[src/rtl/ros_pkg.sv]
package ros_pkg;

  // Level placed on the pin: flag gated by miscompare, then polarity.
  function automatic logic drive_level(logic flag, logic bad, logic inv);
    return (flag & ~bad) ^ inv;
  endfunction

  // Two-of-three vote.
  function automatic logic maj3(logic a, logic b, logic c);
    return (a & b) | (a & c) | (b & c);
  endfunction

endpackage

[src/rtl/ros_flag_pair.sv]
module ros_flag_pair (
  input  logic       clk,
  input  logic       rst_n,
  input  logic [1:0] flag_in,
  input  logic [1:0] force_cmd,
  input  logic [1:0] force_val,
  input  logic [1:0] red_en,
  input  logic [1:0] clr_hit,
  output logic [1:0] oflag,
  output logic [1:0] miscmp
);

  logic       differ_w;
  logic [1:0] set_w;
  logic [1:0] flag_nxt;

  assign differ_w = oflag[0] ^ oflag[1];
  assign set_w    = red_en & {2{differ_w}};

  for (genvar k = 0; k < 2; k++) begin : g_sel
    assign flag_nxt[k] = force_cmd[k] ? force_val[k] : flag_in[k];
  end

  always_ff @(posedge clk or negedge rst_n) begin
    if (!rst_n) begin
      oflag  <= '0;
      miscmp <= '0;
    end else begin
      oflag  <= flag_nxt;
      miscmp <= set_w | (miscmp & ~clr_hit);
    end
  end

endmodule

[src/rtl/ros_in_filter.sv]
module ros_in_filter #(
  parameter int SYNC_STAGES = 2,
  localparam int VOTES = 3
) (
  input  logic clk,
  input  logic rst_n,
  input  logic din,
  output logic dout
);

  logic [SYNC_STAGES-1:0] sync_q;
  logic [VOTES-1:0]       hist_q;

  always_ff @(posedge clk or negedge rst_n) begin
    if (!rst_n) begin
      sync_q <= '0;
      hist_q <= '0;
    end else begin
      sync_q <= {sync_q[SYNC_STAGES-2:0], din};
      hist_q <= {hist_q[VOTES-2:0], sync_q[SYNC_STAGES-1]};
    end
  end

  assign dout = ros_pkg::maj3(hist_q[0], hist_q[1], hist_q[2]);

endmodule

[src/rtl/redundant_out_stage.sv]
module redundant_out_stage #(
  parameter int NCH = 6,
  localparam int SELW = $clog2(NCH),
  localparam int NPAIR = NCH / 2
) (
  input  logic               clk,
  input  logic               rst_n,
  input  logic [NCH-1:0]     flag_in,
  input  logic [NCH-1:0]     force_cmd,
  input  logic [NCH-1:0]     force_val,
  input  logic [NCH-1:0]     red_en,
  input  logic [NCH-1:0]     inv_out,
  input  logic [NCH-1:0]     oe_en,
  input  logic [NCH-1:0]     inv_in,
  input  logic [NCH*SELW-1:0] sec_sel,
  input  logic               reg_wr,
  input  logic [NCH-1:0]     clr_mask,
  input  logic [NCH-1:0]     pin_in,
  output logic [NCH-1:0]     pin_out,
  output logic [NCH-1:0]     pin_oe,
  output logic [NCH-1:0]     miscmp,
  output logic [NCH-1:0]     in_sync
);

  logic [NCH-1:0] oflag_w;   // channel flags, visible to the checker
  logic [NCH-1:0] clr_hit_w;
  logic [NCH-1:0] pin_val_w; // value every reader of a pin observes

  assign clr_hit_w = clr_mask & {NCH{reg_wr}};
  assign pin_oe    = oe_en;

  for (genvar p = 0; p < NPAIR; p++) begin : g_pair
    ros_flag_pair u_pair (
      .clk       (clk),
      .rst_n     (rst_n),
      .flag_in   (flag_in[2*p +: 2]),
      .force_cmd (force_cmd[2*p +: 2]),
      .force_val (force_val[2*p +: 2]),
      .red_en    (red_en[2*p +: 2]),
      .clr_hit   (clr_hit_w[2*p +: 2]),
      .oflag     (oflag_w[2*p +: 2]),
      .miscmp    (miscmp[2*p +: 2])
    );
  end

  for (genvar i = 0; i < NCH; i++) begin : g_ch
    logic sel_bit;

    assign pin_out[i]   = ros_pkg::drive_level(oflag_w[i], miscmp[i], inv_out[i]);
    assign pin_val_w[i] = oe_en[i] ? pin_out[i] : pin_in[i];

    always_comb begin
      sel_bit = 1'b0;
      for (int j = 0; j < NCH; j++) begin
        if (sec_sel[i*SELW +: SELW] == SELW'(j)) sel_bit = pin_val_w[j];
      end
    end

    ros_in_filter #(.SYNC_STAGES(2)) u_filt (
      .clk   (clk),
      .rst_n (rst_n),
      .din   (sel_bit ^ inv_in[i]),
      .dout  (in_sync[i])
    );
  end

endmodule

[config.mk]
export PLATFORM = sky130hd
export DESIGN_NAME = redundant_out_stage
export DESIGN_NICKNAME = d
export VERILOG_FILES = /design/src/rtl/ros_pkg.sv /design/src/rtl/ros_flag_pair.sv /design/src/rtl/ros_in_filter.sv /design/src/rtl/redundant_out_stage.sv
export SDC_FILE = /design/constraint.sdc
export NUM_CORES = 1
export LEC_CHECK = 0
export CORE_ASPECT_RATIO = 1.75
export CORE_MARGIN = 2
export CORE_UTILIZATION = 37
export DETAILED_ROUTE_END_ITERATION = 7
export PLACE_DENSITY_LB_ADDON = 0.15
export SLEW_MARGIN = 5
export SYNTH_ARGS = -nofsm -noshare
export SYNTH_HDL_FRONTEND = slang
export SYNTH_SLANG_ARGS = --single-unit
[constraint.sdc]
create_clock -name clk -period 1.45 [get_ports clk]
set_clock_uncertainty 0.05 [all_clocks]
set_input_delay 0.29 -clock clk [delete_from_list [all_inputs] [get_ports clk]]
set_output_delay 0.29 -clock clk [all_outputs]
set_load 0.01 [all_outputs]
* Word level (Yosys, flattened, before mapping)
Cells that the tools add are included.
Storage, ports and cells: register bits after elaboration 42, output and inout port bits 24, input port bits 75, logic and storage cells 172
Cells by class: multiplexer cells 48, bitwise gates (word level) 70, eq/ne operators 30, reductions and logical operators 6
Operators by type and width (number):
- 1-bit 2-to-1 mux | 48
- 3-bit by 2-bit equality test with 1-bit output (second input constant) | 12
- 3-bit equality test (second input constant) | 12
- 1-bit bitwise AND | 24
- 3-bit by 1-bit equality test with 1-bit output (second input constant) | 6
- 3-bit logical NOT | 6
- 1-bit bitwise XOR | 15
- 2-bit bitwise AND | 6
- 1-bit OR | 12
- 6-bit bitwise AND | 1
- 1-bit NOT | 6
- 2-bit NOT | 3
- 2-bit OR | 3

* Logic depth before layout (Yosys ltp)
word-level depth 11, mapped depth 5

* Hierarchy
Synthesis repeated with hierarchy kept, for this count alone.
Unflattened totals: cells, all modules 171, area total of the unflattened synthesis 2102.0 um^2
By module, submodules not included:
- ros_in_filter | cells an instance 6, area each 136.4 um^2, seq. area each 125.1 um^2, times used 6
- redundant_out_stage | cells an instance 96, area each 807.0 um^2, seq. area each 0.0 um^2, times used 1
- ros_flag_pair | cells an instance 13, area each 158.9 um^2, seq. area each 100.1 um^2, times used 3

* Worst setup path before layout
OpenSTA, ideal clock, no wires.
kind register to register, start register g_pair[2].u_pair.miscmp[1], end register g_ch[0].u_filt.sync_q[0], library setup time 0.132 ns, slack -0.154 ns, stages on the path, launching flop included 6, arrival time 1.422 ns, data required time 1.268 ns, buffers on the path 0, cell sequence dfrtp_1 > nand2b_1 > a221o_1 > a211oi_1 > a221oi_2 > xor2_1
Between the ends: cells in the longest elaborated chain, start to end 6
Ends and longest elaborated chain:
- from (decl) | RTL line ros_flag_pair.sv:10 | output logic [1:0] miscmp
- from (signal assigned) | RTL line ros_flag_pair.sv:30 | miscmp <= set_w | (miscmp & ~clr_hit);
- 1-bit NOT | RTL line ros_pkg.sv:5 | return (flag & ~bad) ^ inv;
- 1-bit bitwise AND | RTL line ros_pkg.sv:5
- 1-bit bitwise XOR | RTL line ros_pkg.sv:5
- 1-bit 2-to-1 mux | RTL line redundant_out_stage.sv:50 | assign pin_val_w[i] = oe_en[i] ? pin_out[i] : pin_in[i];
- 1-bit 2-to-1 mux | RTL line redundant_out_stage.sv:55 | if (sec_sel[i*SELW +: SELW] == SELW'(j)) sel_bit = pin_val_w[j];
- 1-bit bitwise XOR | RTL line redundant_out_stage.sv:62 | .din (sel_bit ^ inv_in[i]),
- via g_ch[0].u_filt.din | RTL line ros_in_filter.sv:7 | input logic din,
- to (signal assigned) | RTL line ros_in_filter.sv:19 | sync_q <= {sync_q[SYNC_STAGES-2:0], din};
- to (decl) | RTL line ros_in_filter.sv:11 | logic [SYNC_STAGES-1:0] sync_q;
The timed path passes the listed nets, and every way through them passes these cells.

* Final worst setup path
start input port pin_in[1], end register g_ch[2].u_filt.sync_q[0]
Between the ends: cells in the longest elaborated chain, start to end 7
Ends and longest elaborated chain:
- from (decl) | RTL line redundant_out_stage.sv:18 | input logic [NCH-1:0] pin_in,
- 1-bit 2-to-1 mux | RTL line redundant_out_stage.sv:50
- 1-bit 2-to-1 mux (5 in a row) | RTL line redundant_out_stage.sv:55
- 1-bit bitwise XOR | RTL line redundant_out_stage.sv:62
- via g_ch[2].u_filt.din | RTL line ros_in_filter.sv:7
- to (signal assigned) | RTL line ros_in_filter.sv:19
- to (decl) | RTL line ros_in_filter.sv:11
The timed path passes the listed nets, and every way through them passes these cells.

==> reports/qor.csv <==
metric;value;unit
status;complete, but fails checks;
violations;setup timing;
dieArea;6488;sq um
floorplan.initialDensity;0.3866;
finalSetupViolCount;15;
drc;0;
peakVddDrop;0.5042;mV
crit_chain;clkdlybuf4s50_1, nor2_2, a211oi_4, buf_4, a22oi_2, o311ai_1, xor2_1;
cap_violations;0;
slew_headroom;0.6720;
power.leakage;0.001704;uW
syn-cell-area;2160;sq um
cts_num_sinks;42;
dpl-instance-area;3447;sq um
cts_tree;built;
pwr_density_cell;940.6;nW/um^2
max_freq;0.5822;GHz
yosysSeqAreaShare;0.4867;
finalCritPeriodShare;1.185;
netlist.area_leader.share;0.4867;
nFillCells;448;
stdcell_area;3966;sq um
synth_top_cell_by_area;dfrtp_1;
core;5585;sq um
cpMaxStageDelayCell;nor2_2;
io_buffer_count;98;
grt_max_degree;43;
hpwl;4359;um
drive_gt1_frac;0.4329;
syn_nets;257;
ys.warnings.count;0;
clk_latency;0.30;ns
die_w;61.75;um
ys_ff_latch;42;
drt-total-wl;5978;um
path_delay_family;buffers and inverters;
grt_pass1_vias;2059;
firstDrtPassIters;4;
htree_levels;2;
syn2layout_area_growth;83.66;%
grt_setup_unrepaired;yes;
fin_crit;1.718;ns
arrival;1.84;ns
worst_pin_slew;0.4915;ns
syn_avg_cell_area;11.87;sq um
pin_count;99;
yosysUniqueCellTypes;37;
layout_setup_ws;-0.2677;ns
antenna_found_initial;0;
gr-total-overflow;0;
crit_path_end_kind;flip-flop;
hold_violations;0;
grt_pass1_wl;9252;um
clk_pin_slew;0.08;ns
vias;2016;
antenna_cells;0;
crit_type;in2reg;
clockBufferDepth;2;
slew_viol_final;0;
synth_cells;182;
cp_max_fo;4;
cts_buffers;5;
root_buffer;clkbuf_8;
nets;402;
cp_slowest_stage_delay;0.42;ns
hp-class;reg2reg;
die_y;105.1;um
crit_required;1.57;ns
gp_congestion;0.8142;
num_rows;36;
synth_area_leaders;dfrtp_1, buf_4, xor2_1;
grt_usage;0.1896;
via_per_inst;4.990;
drtAntennaViolNets;0;
path_buf_inv;2;
startpoint_type;primary input;
drt-initial-drc-count;59;
wl_per_cell;14.80;um
final_util;0.7101;
[area by class of cell]
cell class / count / area, sq um / area share
timing repair buffer: 150 / 1363 / 0.3435
multi-input combinational: 122 / 1323 / 0.3334
sequential: 42 / 1054 / 0.2656
tap: 76 / 95.09 / 0.02397
clock buffer: 6 / 72.57 / 0.01830
clock inverter: 2 / 37.54 / 0.009464
inverter: 6 / 22.52 / 0.005678
[report_power, final]
group / leakage, uW / switching [uW] / internal (uW) / total, uW
clock network: 0.0000514 / 404 / 514 / 918
registers: 0.000485 / 104 / 1370 / 1470
logic: 0.00117 / 512 / 828 / 1340
total: 0.00170 / 1020 / 2710 / 3730
[synthesized netlist by cell type, drive strengths merged]
cell type	n
xor2	9
o311ai	2
mux2i	5
nor3	1
mux2	6
nor3b	2
and3	1
and2	2
maj3	6
nor2	11
o221ai	2
o211ai	1
a221oi	2
o21ai	3
a221o	2
nand2b	12
nand4b	2
inv	6
a2111oi	9
nor4bb	2
nand2	6
a21oi	1
nor2b	6
a211oi	9
buf	12
xnor2	6
and4b	4
a22oi	4
a22o	6
dfrtp	42
[per-stage QoR]
| step | instances | hold WS [ns] | power, uW | TNS [ns] | setup WS, ns |
|---|---|---|---|---|---|
| 3_5_place_dp | 376 | 0.2279 | 2596 | -8.835 | -0.6776 |
| 4_1_cts | 396 | 0.3024 | 3671 | -1.961 | -0.2295 |
| 5_1_grt | 404 | 0.3128 | 3940 | -2.980 | -0.3370 |
| 6_report | 404 | 0.2999 | 3731 | -1.951 | -0.2677 |
| 3_3_place_gp | 376 | 0.2282 | 2577 | -8.434 | -0.6404 |
| 2_1_floorplan | 182 | -0.05559 | 1971 | -0.6680 | -0.1399 |
[placed cells by master, fill, tap and decap left out, drive strengths merged, types with 2 or more instances in the layout]
cell type      instances
nor3b                  2
maj3                   6
clkdlybuf4s15          3
clkdlybuf4s50         62
xnor2                  6
mux2                   6
nand2b                12
a2111oi                9
o221ai                 2
o311ai                 2
inv                    6
buf                   67
and2                   2
a221o                  2
a22o                   6
dfrtp                 42
a221oi                 2
nor4bb                 2
nand4b                 2
nand2                  6
o21ai                  3
a211oi                 9
clkbuf                 8
a22oi                  4
xor2                   9
dlygate4sd2           14
and4b                  4
mux2i                  5
nor2b                  6
nor2                  11
[final timing paths]
kind,depth (start not counted),to,start,slack (ns)
max reg2reg,6,g_ch[2].u_filt.sync_q[0],g_pair[0].u_pair.miscmp[1],-0.24
min in group asynchronous,3,g_ch[3].u_filt.sync_q[0],rst_n,0.45
min,0,g_ch[5].u_filt.hist_q[0],g_ch[5].u_filt.sync_q[1],0.30
max,7,g_ch[2].u_filt.sync_q[0],pin_in[1],-0.27
max in group asynchronous,3,g_pair[0].u_pair.oflag[1],rst_n,0.69
min reg2reg,0,g_ch[5].u_filt.hist_q[0],g_ch[5].u_filt.sync_q[1],0.30
[what timing repair did]
| item | in CTS | in global routing |
|---|---|---|
| hold endpoints to repair | 42 | 0 |
| pin swaps | 23 | 17 |
| endpoints found under the setup margin | 30 | 20 |
| setup buffers | 11 | 10 |
| hold buffers | 1 | 0 |
| gates resized for setup | 143 | 19 |
[sequential cells by signal, summed over array words and instances, names as in the netlist]
name,count
g_ch.u_filt.hist_q,18
g_pair.u_pair.oflag,6
g_pair.u_pair.miscmp,6
g_ch.u_filt.sync_q,12
[metal layers]
| metal | global-route usage | part of all wire | up-vias |
|---|---|---|---|
| li1 | - | - | 954 |
| met1 | 0.1975 | 0.34 | 978 |
| met2 | 0.3391 | 0.57 | 71 |
| met3 | 0.04455 | 0.057 | 13 |
| met4 | 0.08055 | 0.027 | 0 |
| met5 | 0 | 0 | - |
[cells by family (layout without fill, tap and decap cells)]
group                      after synthesis  in the layout  share of synthesized area
muxes                                   11             11                    0.05446
and+or+nand+nor                         49             49                     0.1402
AOI/OAI and AO/OA                       41             41                     0.1779
adders and majority gates                6              6                    0.02781
buffers and inverters                   18            164                    0.05214
xor gates and xnor gates                15             15                    0.06084
DFF                                     42             42                     0.4867
No activity file was read; power rests on OpenSTA's default activity.
